File: config.mk
export PLATFORM = sky130hd
export DESIGN_NAME = fpx_trap_unit
export DESIGN_NICKNAME = d
export VERILOG_FILES = /design/src/rtl/fpx_pkg.sv /design/src/rtl/fpx_filter.sv /design/src/rtl/fpx_status.sv /design/src/rtl/fpx_trap_fsm.sv /design/src/rtl/fpx_trap_unit.sv
export SDC_FILE = /design/constraint.sdc
export NUM_CORES = 1
export LEC_CHECK = 0
export BUFFER_PORTS_ARGS = -buffer_cell sky130_fd_sc_hd__buf_2
export CAP_MARGIN = 20
export CORE_MARGIN = 4
export CORE_UTILIZATION = 40
export DETAILED_ROUTE_END_ITERATION = 16
export GPL_TIMING_DRIVEN = 0
export PLACE_DENSITY_LB_ADDON = 0.08
export SYNTH_ARGS = -nofsm -noshare
export SYNTH_HDL_FRONTEND = slang
export SYNTH_HIERARCHICAL = 1
export SYNTH_SLANG_ARGS = --single-unit
File: constraint.sdc
create_clock -name clk -period 1.65 [get_ports clk]
set_input_delay 0.165 -clock clk [delete_from_list [all_inputs] [get_ports clk]]
set_output_delay 0.165 -clock clk [all_outputs]
set_load 0.005 [all_outputs]
File: src/rtl/fpx_pkg.sv
package fpx_pkg;
    localparam int FLAG_W  = 6;
    localparam int SUM_W   = FLAG_W + 1;
    localparam int SUM_SWC = 0;

    typedef logic [FLAG_W-1:0] flags_t;
    typedef logic [SUM_W-1:0]  summary_t;

    typedef enum logic [0:0] {
        ST_IDLE = 1'b0,
        ST_TRAP = 1'b1
    } trap_state_e;
endpackage

File: src/rtl/fpx_filter.sv
module fpx_filter
    import fpx_pkg::*;
#(
    parameter bit USER_POLICY = 1'b1
) (
    input  flags_t   flags,
    input  flags_t   ignore_mask,
    input  flags_t   enable_mask,
    input  logic     swc_mode,
    output flags_t   sticky_bits,
    output logic     raise,
    output summary_t summary
);
    flags_t kept;
    flags_t armed;
    flags_t report;

    assign kept  = flags & ~ignore_mask;
    assign armed = kept & enable_mask;

    always_comb begin
        if (swc_mode) begin
            sticky_bits = kept;
            report      = armed;
            raise       = USER_POLICY ? (|armed) : (|kept);
        end else begin
            sticky_bits = flags;
            report      = kept;
            raise       = |kept;
        end
    end

    assign summary[SUM_SWC] = swc_mode;

    // flag k lands on summary bit k+1
    for (genvar k = 0; k < FLAG_W; k++) begin : g_remap
        assign summary[k+1] = report[k];
    end
endmodule

File: src/rtl/fpx_status.sv
module fpx_status
    import fpx_pkg::*;
(
    input  logic   clk,
    input  logic   rst,
    input  logic   upd_en,
    input  flags_t upd_bits,
    input  logic   wr_en,
    input  flags_t wr_data,
    output flags_t status_q
);
    flags_t or_in;

    assign or_in = upd_en ? upd_bits : '0;

    always_ff @(posedge clk) begin
        if (rst) begin
            status_q <= '0;
        end else if (wr_en) begin
            status_q <= wr_data | or_in;
        end else begin
            status_q <= status_q | or_in;
        end
    end

    // without a write, no status bit ever clears
    p_sticky_hold_r10: assert property (@(posedge clk) disable iff (rst)
        (!$past(rst) && !$past(wr_en)) |-> ((status_q & $past(status_q)) == $past(status_q)));

    // a write result always contains the written value
    p_write_lands_r9: assert property (@(posedge clk) disable iff (rst)
        (!$past(rst) && $past(wr_en)) |-> ((status_q & $past(wr_data)) == $past(wr_data)));
endmodule

File: src/rtl/fpx_trap_fsm.sv
module fpx_trap_fsm
    import fpx_pkg::*;
#(
    parameter int NUM_REGS  = 32,
    localparam int REG_IDX_W = $clog2(NUM_REGS)
) (
    input  logic                 clk,
    input  logic                 rst,
    input  logic                 fire,
    input  summary_t             sum_in,
    input  logic [REG_IDX_W-1:0] dest,
    output logic                 trap_pulse,
    output summary_t             trap_summary,
    output logic [NUM_REGS-1:0]  trap_regmask
);
    trap_state_e state_q;
    trap_state_e state_d;
    logic [NUM_REGS-1:0] onehot_d;

    for (genvar i = 0; i < NUM_REGS; i++) begin : g_decode
        assign onehot_d[i] = (dest == REG_IDX_W'(i));
    end

    always_comb begin
        state_d = ST_IDLE;
        unique case (state_q)
            ST_IDLE: state_d = fire ? ST_TRAP : ST_IDLE;
            ST_TRAP: state_d = fire ? ST_TRAP : ST_IDLE;
            default: state_d = ST_IDLE;
        endcase
    end

    always_ff @(posedge clk) begin
        if (rst) begin
            state_q <= ST_IDLE;
        end else begin
            state_q <= state_d;
        end
    end

    always_ff @(posedge clk) begin
        if (rst || !fire) begin
            trap_summary <= '0;
            trap_regmask <= '0;
        end else begin
            trap_summary <= sum_in;
            trap_regmask <= onehot_d;
        end
    end

    assign trap_pulse = (state_q == ST_TRAP);

    // exactly one register flagged on a trap
    p_regmask_onehot_r8: assert property (@(posedge clk) disable iff (rst)
        trap_pulse |-> ($countones(trap_regmask) == 1));

    // trap payload stays quiet between traps
    p_quiet_payload_r4: assert property (@(posedge clk) disable iff (rst)
        !trap_pulse |-> (trap_summary == '0 && trap_regmask == '0));
endmodule

File: src/rtl/fpx_trap_unit.sv
module fpx_trap_unit
    import fpx_pkg::*;
#(
    parameter int NUM_REGS    = 32,
    parameter bit USER_POLICY = 1'b1,
    localparam int REG_IDX_W  = $clog2(NUM_REGS)
) (
    input  logic                 clk,
    input  logic                 rst,
    input  logic                 op_valid,
    input  logic [FLAG_W-1:0]    op_flags,
    input  logic [FLAG_W-1:0]    ignore_mask,
    input  logic [FLAG_W-1:0]    enable_mask,
    input  logic                 swc_mode,
    input  logic [REG_IDX_W-1:0] dest_reg,
    input  logic                 sw_wr_en,
    input  logic [FLAG_W-1:0]    sw_wr_data,
    output logic [FLAG_W-1:0]    status_q,
    output logic                 trap_pulse,
    output logic [SUM_W-1:0]     trap_summary,
    output logic [NUM_REGS-1:0]  trap_regmask
);
    flags_t   sticky_bits;
    logic     raise;
    summary_t summary;

    fpx_filter #(.USER_POLICY(USER_POLICY)) u_filter (
        .flags       (op_flags),
        .ignore_mask (ignore_mask),
        .enable_mask (enable_mask),
        .swc_mode    (swc_mode),
        .sticky_bits (sticky_bits),
        .raise       (raise),
        .summary     (summary)
    );

    fpx_status u_status (
        .clk      (clk),
        .rst      (rst),
        .upd_en   (op_valid),
        .upd_bits (sticky_bits),
        .wr_en    (sw_wr_en),
        .wr_data  (sw_wr_data),
        .status_q (status_q)
    );

    fpx_trap_fsm #(.NUM_REGS(NUM_REGS)) u_fsm (
        .clk          (clk),
        .rst          (rst),
        .fire         (op_valid && raise),
        .sum_in       (summary),
        .dest         (dest_reg),
        .trap_pulse   (trap_pulse),
        .trap_summary (trap_summary),
        .trap_regmask (trap_regmask)
    );

    // a trap always follows a valid operation
    p_pulse_after_valid_r4: assert property (@(posedge clk) disable iff (rst)
        trap_pulse |-> $past(op_valid));

    // completion bit mirrors the mode of the trapping operation
    p_swc_bit_r6: assert property (@(posedge clk) disable iff (rst)
        trap_pulse |-> (trap_summary[SUM_SWC] == $past(swc_mode)));

    // user policy never traps on completion without an enabled flag
    p_user_needs_enabled_r7: assert property (@(posedge clk) disable iff (rst)
        (USER_POLICY && trap_pulse && trap_summary[SUM_SWC]) |-> (|trap_summary[SUM_W-1:1]));
endmodule

Yosys cells after proc, flatten, opt, wreduce, memory -nomap -nowiden --
Index checks and enable logic that the tools add are counted.
Word-level totals: flip-flop bits (word level) 46, input bits 34, output and inout port bits 46, word-level logic and storage cells 52
Operators by class: eq/ne operators 31, muxes and demuxes 6, bitwise operators 5, reductions and logical operators 6
Operators by type and width (number):
- 5-bit equality test, second input constant | 16
- 5-bit by 4-bit equality test with 1-bit output, second input constant | 8
- 6-bit 2-to-1 mux | 4
- 5-bit by 3-bit equality test with 1-bit output, second input constant | 4
- 6-bit bitwise AND | 2
- 6-bit OR | 2
- 6-bit OR reduction | 2
- 5-bit by 2-bit equality test with 1-bit output, second input constant | 2
- 6-bit inverter | 1
- 5-bit by 1-bit equality test with 1-bit output, second input constant | 1
- 5-bit logical NOT | 1
- 1-bit 2-to-1 mux | 2
- 1-bit logical AND | 1
- 1-bit logical NOT | 1
- 1-bit logical OR | 1

Longest topological paths before layout --
Gate-level depths: netlist (run 1).
word-level depth 8, mapped depth 9, gate-level depth less buffers 7

Hierarchy --
The synthesis (run 1) kept the hierarchy.
By module, submodules not included:
- fpx_trap_fsm | instances 1, cells an instance 102, area each 1182.4 um^2, seq. area each 800.8 um^2
- fpx_status | instances 1, cells an instance 25, area each 244.0 um^2, seq. area each 120.1 um^2
- fpx_filter | instances 1, cells an instance 33, area each 219.0 um^2, seq. area each 0.0 um^2
- fpx_trap_unit | instances 1, cells an instance 1, area each 6.3 um^2, seq. area each 0.0 um^2

Least setup slack after synthesis (run 1) --
No wires, ideal clock.
kind input to register, from input ignore_mask[3], to register u_fsm.trap_regmask[13], setup time 74 ps, data arrival time 1597 ps, setup slack -21 ps, stages 9, path buffers 2, cells stage by stage nand2b_4 > or2_1 > o2111ai_1 > o21a_1 > and2_1 > or3b_1 > buf_2 > buf_6 > nor3_2
Between the ends: word-level cells in the longest chain between the ends 8, elaborated cells on any way between the ends 9, those cells by class mux (1); bitwise (3); reduce/logical (5)
Ends and longest elaborated chain:
- from (decl) | line fpx_trap_unit.sv:12 | input logic [FLAG_W-1:0] ignore_mask,
- 6-bit inverter * | line fpx_filter.sv:18 | assign kept = flags & ~ignore_mask;
- 6-bit bitwise AND * | line fpx_filter.sv:18
- 6-bit bitwise AND | line fpx_filter.sv:19 | assign armed = kept & enable_mask;
- 6-bit OR reduction | line fpx_filter.sv:25 | raise = USER_POLICY ? (|armed) : (|kept);
- 1-bit 2-to-1 mux * | line fpx_filter.sv:22 | if (swc_mode) begin
- named net raise | line fpx_trap_unit.sv:24 | logic raise;
- 1-bit logical AND * | line fpx_trap_unit.sv:50 | .fire (op_valid && raise),
- 1-bit logical NOT * | line fpx_trap_fsm.sv:42 | if (rst || !fire) begin
- 1-bit logical OR * | line fpx_trap_fsm.sv:42
- to (signal assigned) | line fpx_trap_fsm.sv:47 | trap_regmask <= onehot_d;
- to (decl) | line fpx_trap_fsm.sv:14 | output logic [NUM_REGS-1:0] trap_regmask
The timed path passes the listed nets; every way through them passes the cells marked *. A chain may end at the register's enable or synchronous reset.

Final worst setup path (run 1) --
from input ignore_mask[4], to register u_fsm.trap_regmask[28]
Same word-level chain as after synthesis.

==> flow_metrics.tcl, run 1 <==
set metrics [dict create \
    cts_made_buffers 5 \
    yosysTopAreaCellShare_pct 55.8 \
    async_flop_share_pct 0 \
    overflow 0 \
    io_pins 80 \
    rsz0062_at_grt "no" \
    cp_slowest_stage_delay_ns 0.35 \
    yosysMostFrequentCell "dfxtp_1" \
    crit_fanout 10 \
    via_count 1410 \
    tightest_slew_ns 0.426 \
    slew_viol_final 0 \
    cp-end-kind "flop" \
    cp.arrival_ns 1.77 \
    path_depth 10 \
    die-area_mm2 0.00522 \
    synth_area_mm2 0.00165 \
    totalWireLength_mm 3.68 \
    hold_depth 2 \
    synth-seq-cells 46 \
    drcViolationCount 0 \
    start_util_pct 41.3 \
    finalPower_w 0.00235 \
    portBuffers 78 \
    layout_min_cycle_time_ns 1.55 \
    gp_congestion 0.723 \
    crit_path_top_delay_cell "or3b_1" \
    drt_iter0_drc 93 \
    netSwitchingFraction_pct 20.2 \
    p_int_w 0.00188 \
    syn2layout_area_growth_pct 37.4 \
    powerDensity_mw_per_mm2 1040 \
    status "finished, final reports clean" \
    synth_area_leaders "dfxtp_1, a21boi_0, mux2i_1" \
    root_buffer "clkbuf_8" \
    hold_viol_final 0 \
    hpwl_mm 2.94 \
    seqPwrFrac_pct 48.4 \
    clockPowerShare_pct 42.5 \
    postCtsHoldBufs 0 \
    yosysSeqAreaShare_pct 55.8 \
    post-route-util_pct 56.7 \
    period_share_pct 93.9 \
    cap_violations 0 \
    viasPerCell 4.75 \
    setup-violations-final 0 \
    drt-wirelength-per-cell_um 12.4 \
    diodes 0 \
    post_cts_buffers 0 \
    synthesis.nets 195 \
    worstSetupPathType "input port to flop" \
    crit_family "simple AND/OR/NAND/NOR gates" \
    ir_drop_mv 0.451 \
    grt_pass1_vias 1395 \
    yosysTopAreaCell "dfxtp_1" \
    placed_cells 289 \
    die_y_um 72.3 \
    synth.avg_cell_area_um2 10.3 \
    htreeDepth 2 \
    rows 23 \
    crit_required_ns 1.87 \
    fin_nets 280 \
    worstSetupStartpointType "input port" \
    synth-edff-count 0 \
    grt_pass1_wl_mm 6.00 \
    p_sw_w 0.000475 \
    hold_class "input port to flop" \
    grt_util_all_layers_pct 14.4 \
    crit_chain "buf_2 > nand2b_1 > a21oi_2 > a221o_1 > o21a_1 > and2_4 > or3b_1 > buf_6 > buf_6 > nor3_4" \
    skew_ns 0 \
    cts_tree "yes" \
    power_frac_comb_pct 9.1 \
    stdcell_count 297 \
    drt-pass1-iter-count 4 \
    drtAntennaViolNets 0 \
    synth_cell_types 32 \
    ys.flop_type "dfxtp_1" \
    antenna_found_initial 0 \
    cp_common_cell "buf_6" \
    slew_headroom_pct 71.6 \
    crit_buf_inv 3 \
    fmax_mhz 645 \
    drive_gt1_share_pct 41.3 \
    leakage_nw 1.09 \
    synthCells 161 \
    yosysWarnings 6 \
    clock_latency_ns 0.29 \
    cts.sinks 46 \
    synth_commonest_cells "dfxtp_1, nor2_1" \
    reg2reg_depth 2 \
    coreArea_mm2 0.00400 \
    clk_pin_slew_ns 0.08 \
    die_w_um 72.3 \
    grt_max_degree 15 \
    cts_max_path_buffers 2 \
]
placed cells by master (no fill, tap or decap), types with 2 or more instances in the layout:
cell type	instances
buf_2	80
dfxtp_1	46
nor2_1	14
a21boi_0	9
nand2_1	9
nor4_1	9
a21oi_1	8
and2_1	7
clkbuf_8	6
inv_1	6
mux2i_1	6
nand2b_1	5
nor3_1	5
clkbuf_1	4
buf_6	3
bufinv_16	2
nor2b_1	2
nor3_2	2
nand4b_1	2
nand4bb_1	2
or4b_1	2
state kept, by name, indices dropped and copies added (netlist names):
name,count
u_fsm/trap_pulse,1
u_fsm/trap_regmask,32
u_fsm/trap_summary,7
u_status/status_q,6
timing repair:
item / 4_1_cts / 5_1_grt
gates cloned: 0 / 0
resized for setup: 1 / 3
endpoints found under the setup margin: 10 / 7
worst reg2reg max path: cells and delay by family (launching register included):
| family | cells | cell delay, ns |
|---|---|---|
| flops | 1 | 0.32 |
| mux | 1 | 0.13 |
| compound gates | 1 | 0.08 |
logic make-up after synthesis:
group / after synthesis / synth area share (%)
AOI/OAI and AO/OA: 21 / 8.41
buffers and inverters: 17 / 5.23
DFF: 46 / 55.8
muxes: 6 / 3.64
and+or+nand+nor: 71 / 27.0
routing by layer:
| layer | part of all wire [%] | global-route usage, % | vias to the layer above |
|---|---|---|---|
| li1 | - | - | 723 |
| met1 | 40 | 15.9 | 635 |
| met2 | 51 | 26.5 | 47 |
| met3 | 7.5 | 4.16 | 5 |
| met4 | 1.2 | 4.38 | 0 |
| met5 | 0 | 0 | - |
cell type report:
type / instances / area [µm²]
Fill cell: 404 / 1730
Sequential cell: 46 / 921
Multi-Input combinational cell: 98 / 659
Timing Repair Buffer: 78 / 390
Clock buffer: 6 / 82.6
Buffer: 11 / 71.3
Tap cell: 50 / 62.6
Clock inverter: 2 / 60.1
Inverter: 6 / 22.5
path summary, 6_finish.rpt:
path | from | to | slack, ns
max | ignore_mask[4] | u_fsm/trap_regmask[28] | 0.10
min | rst | u_status/status_q[5] | 0.14
max reg2reg | u_status/status_q[0] | u_status/status_q[0] | 1.01
min reg2reg | u_status/status_q[1] | u_status/status_q[1] | 0.54
power groups by stage:
stage	logic, W	registers [W]	clock network (W)
2_1_floorplan	0.000114	0.00117	0
3_3_place_gp	0.000212	0.00116	0
3_5_place_dp	0.000214	0.00117	0
4_1_cts	0.000214	0.00114	0.00102
5_1_grt	0.000239	0.00114	0.00107
6_report	0.000215	0.00114	0.00100
stage by stage:
step | setup WS, ns | TNS [ns] | hold WS [ns] | area, µm²
6_report | 0.100 | 0 | 0.143 | 2270
5_1_grt | 0.00226 | 0 | 0.153 | 2270
4_1_cts | 0.0571 | 0 | 0.135 | 2260
3_5_place_dp | -0.321 | -5.72 | 0.450 | 2110
3_3_place_gp | -0.349 | -5.96 | 0.443 | 2110
2_1_floorplan | 0.0205 | 0 | 0.234 | 1660
(Power assumes the default switching activity.)
==> run 2: changes to the inputs <==
--- a/config.mk
+++ b/config.mk
@@ -8,10 +8,10 @@
 export BUFFER_PORTS_ARGS = -buffer_cell sky130_fd_sc_hd__buf_2
 export CAP_MARGIN = 20
 export CORE_MARGIN = 4
-export CORE_UTILIZATION = 40
+export CORE_UTILIZATION = 45
 export DETAILED_ROUTE_END_ITERATION = 16
 export GPL_TIMING_DRIVEN = 0
-export PLACE_DENSITY_LB_ADDON = 0.08
+export PLACE_DENSITY = 0.82
 export SYNTH_ARGS = -nofsm -noshare
 export SYNTH_HDL_FRONTEND = slang
 export SYNTH_HIERARCHICAL = 1
==> constraint.sdc (replaced) <==
create_clock -name clk -period 1.66 [get_ports clk]
set_input_delay 0.166 -clock clk [delete_from_list [all_inputs] [get_ports clk]]
set_output_delay 0.166 -clock clk [all_outputs]
set_load 0.005 [all_outputs]
==> flow_metrics.tcl, run 2 (synthesis gave the netlist of run 1 again) <==
set metrics [dict create \
    hpwl_mm 2.77 \
    drtAntennaViolNets 0 \
    drt_iter0_drc 79 \
    rsz0062_at_grt "no" \
    hold_viol_final 0 \
    die_y_um 68.6 \
    grt_util_all_layers_pct 15.7 \
    setup_tns_ns 0 \
    totalWireLength_mm 3.55 \
    portBuffers 78 \
    rows 21 \
    highest_layer "met4" \
    cts_tree "yes" \
    antenna_found_initial 0 \
    clockPowerShare_pct 42.5 \
    reg2reg_depth 2 \
    cts_max_path_buffers 2 \
    clock_latency_ns 0.29 \
    crit_fanout 10 \
    syn2layout_area_growth_pct 36.6 \
    largest_register_ffs 32 \
    slew_viol_final 0 \
    via_count 1418 \
    seqPwrFrac_pct 48.5 \
    skew_ns 0 \
    leakage_nw 1.08 \
    drive_gt1_share_pct 40.9 \
    layout_commonest_cell "buf_2" \
    p_int_w 0.00187 \
    multiInputGateArea_um2 651 \
    coreArea_mm2 0.00344 \
    holdPathEnd "u_status/status_q[4]" \
    start_util_pct 48.0 \
    top_regs "u_fsm/trap_regmask: 32 flops, u_fsm/trap_summary: 7 flops, u_status/status_q: 6 flops" \
    hold_ws_ns 0.142 \
    period_share_pct 94.1 \
    largest-register "u_fsm/trap_regmask" \
    powerDensity_mw_per_mm2 1030 \
    cts.sinks 46 \
    rrSetupSlack_ns 1.02 \
    cp_slowest_stage_delay_ns 0.35 \
    drt-wirelength-per-cell_um 12.1 \
    diodes 0 \
    die_w_um 68.6 \
    place_area_mm2 0.00211 \
    hold_class "input port to flop" \
    post-route-util_pct 65.5 \
    status "finished, final reports clean" \
    crit_chain "buf_2 > nand2b_4 > or2_1 > o2111ai_1 > o21a_1 > and2_4 > or3b_1 > buf_6 > buf_6 > nor3_2" \
    htreeDepth 2 \
    cp-end-kind "flop" \
    crit_required_ns 1.88 \
    cp.arrival_ns 1.78 \
    reg2reg_to "u_status/status_q[3]" \
    drcViolationCount 0 \
    grt_pass1_vias 1317 \
    netSwitchingFraction_pct 20.0 \
    final_cell_mix "buf_2, dfxtp_1, nor2_1" \
    setup-violations-final 0 \
    io_pins 80 \
    crit_path_top_delay_cell "or3b_1" \
    root_buffer "clkbuf_8" \
    layout_min_cycle_time_ns 1.56 \
    fin_area_mm2 0.00226 \
    clk_pin_slew_ns 0.08 \
    postCtsHoldBufs 0 \
    slew_headroom_pct 71.4 \
    seq_area_um2 921 \
    hp-start "rst" \
    finalPower_w 0.00233 \
    viasPerCell 4.84 \
    cts_made_buffers 5 \
    worstSetupPathType "input port to flop" \
    overflow 0 \
    die-area_mm2 0.00470 \
    fin_nets 280 \
    drt-pass1-iter-count 4 \
    grt_max_degree 15 \
    gp_congestion 0.794 \
    timing.rr.start "u_status/status_q[3]" \
    fmax_mhz 640 \
    cp_common_cell "buf_6" \
    cap_violations 0 \
    worstSetupStartpointType "input port" \
    tightest_slew_ns 0.429 \
    ir_drop_mv 0.419 \
    post_cts_buffers 0 \
    p_sw_w 0.000468 \
    hold_depth 2 \
    dr_wl_met2_mm 1.67 \
    power_frac_comb_pct 9.1 \
    dr_wl_met3_um 373 \
    wl_met1_mm 1.45 \
    fill_cells 306 \
    grt_pass1_wl_mm 5.42 \
]
==> run 2: changes by cell type in the layout (fill, tap and decap cells not counted) <==
cell	change
nor2b_2	-1
nor3_2	+1
nor3_4	-1
nor2b_1	+1
==> run 2: cell type report <==
| class | instances | share of cell area, % |
|---|---|---|
| buffer | 11 | 3.16 |
| clock inverter | 2 | 2.66 |
| multi-input combinational | 98 | 28.8 |
| inverter | 6 | 0.998 |
| clock buffer | 6 | 3.66 |
| sequential | 46 | 40.8 |
| tap | 46 | 2.55 |
| timing repair buffer | 78 | 17.3 |
==> run 2: worst max path at each step <==
stage | startpoint | slack (ns) | end
2_1_floorplan | ignore_mask[3] | 0.006 | u_fsm/trap_regmask[13]
3_3_place_gp | op_flags[1] | -0.33 | u_fsm/trap_regmask[11]
3_5_place_dp | op_flags[1] | -0.33 | u_fsm/trap_regmask[30]
4_1_cts | ignore_mask[4] | 0.06 | u_fsm/trap_regmask[29]
6_report | ignore_mask[3] | 0.1 | u_fsm/trap_regmask[29]
5_1_grt | ignore_mask[3] | 0.04 | u_fsm/trap_regmask[13]
==> run 2: repair_timing <==
item	in CTS	in global routing
gates resized for setup	1	2
pin swaps	0	1
setup endpoints to repair	4	10
cloned	0	0
==> run 2: power by group through the flow <==
stage	clock network [W]	logic, W	registers (W)
2_1_floorplan	0	0.000111	0.00116
3_3_place_gp	0	0.000205	0.00116
3_5_place_dp	0	0.000210	0.00116
4_1_cts	0.00102	0.000210	0.00113
5_1_grt	0.00106	0.000236	0.00113
6_report	0.000992	0.000211	0.00113
==> run 2: layer usage <==
| layer | global-route usage [%] | vias to the layer above |
|---|---|---|
| li1 | - | 717 |
| met1 | 16.3 | 623 |
| met2 | 28.6 | 71 |
| met3 | 5.35 | 7 |
| met4 | 6.20 | 0 |
| met5 | 0 | - |
==> run 2: worst max-delay path, delay by kind of cell <==
family / cells / cell delay [ns]
AND/OR/NAND/NOR: 5 / 0.99
buffers and inverters: 3 / 0.40
AO/OA/AOI/OAI: 2 / 0.24
==> run 2: per-stage QoR <==
step | instances | setup slack [ns]
floorplan | 161 | 0.00641
global placement | 285 | -0.326
detailed placement | 285 | -0.327
CTS | 293 | 0.0560
global route | 293 | 0.0381
finish | 293 | 0.0972
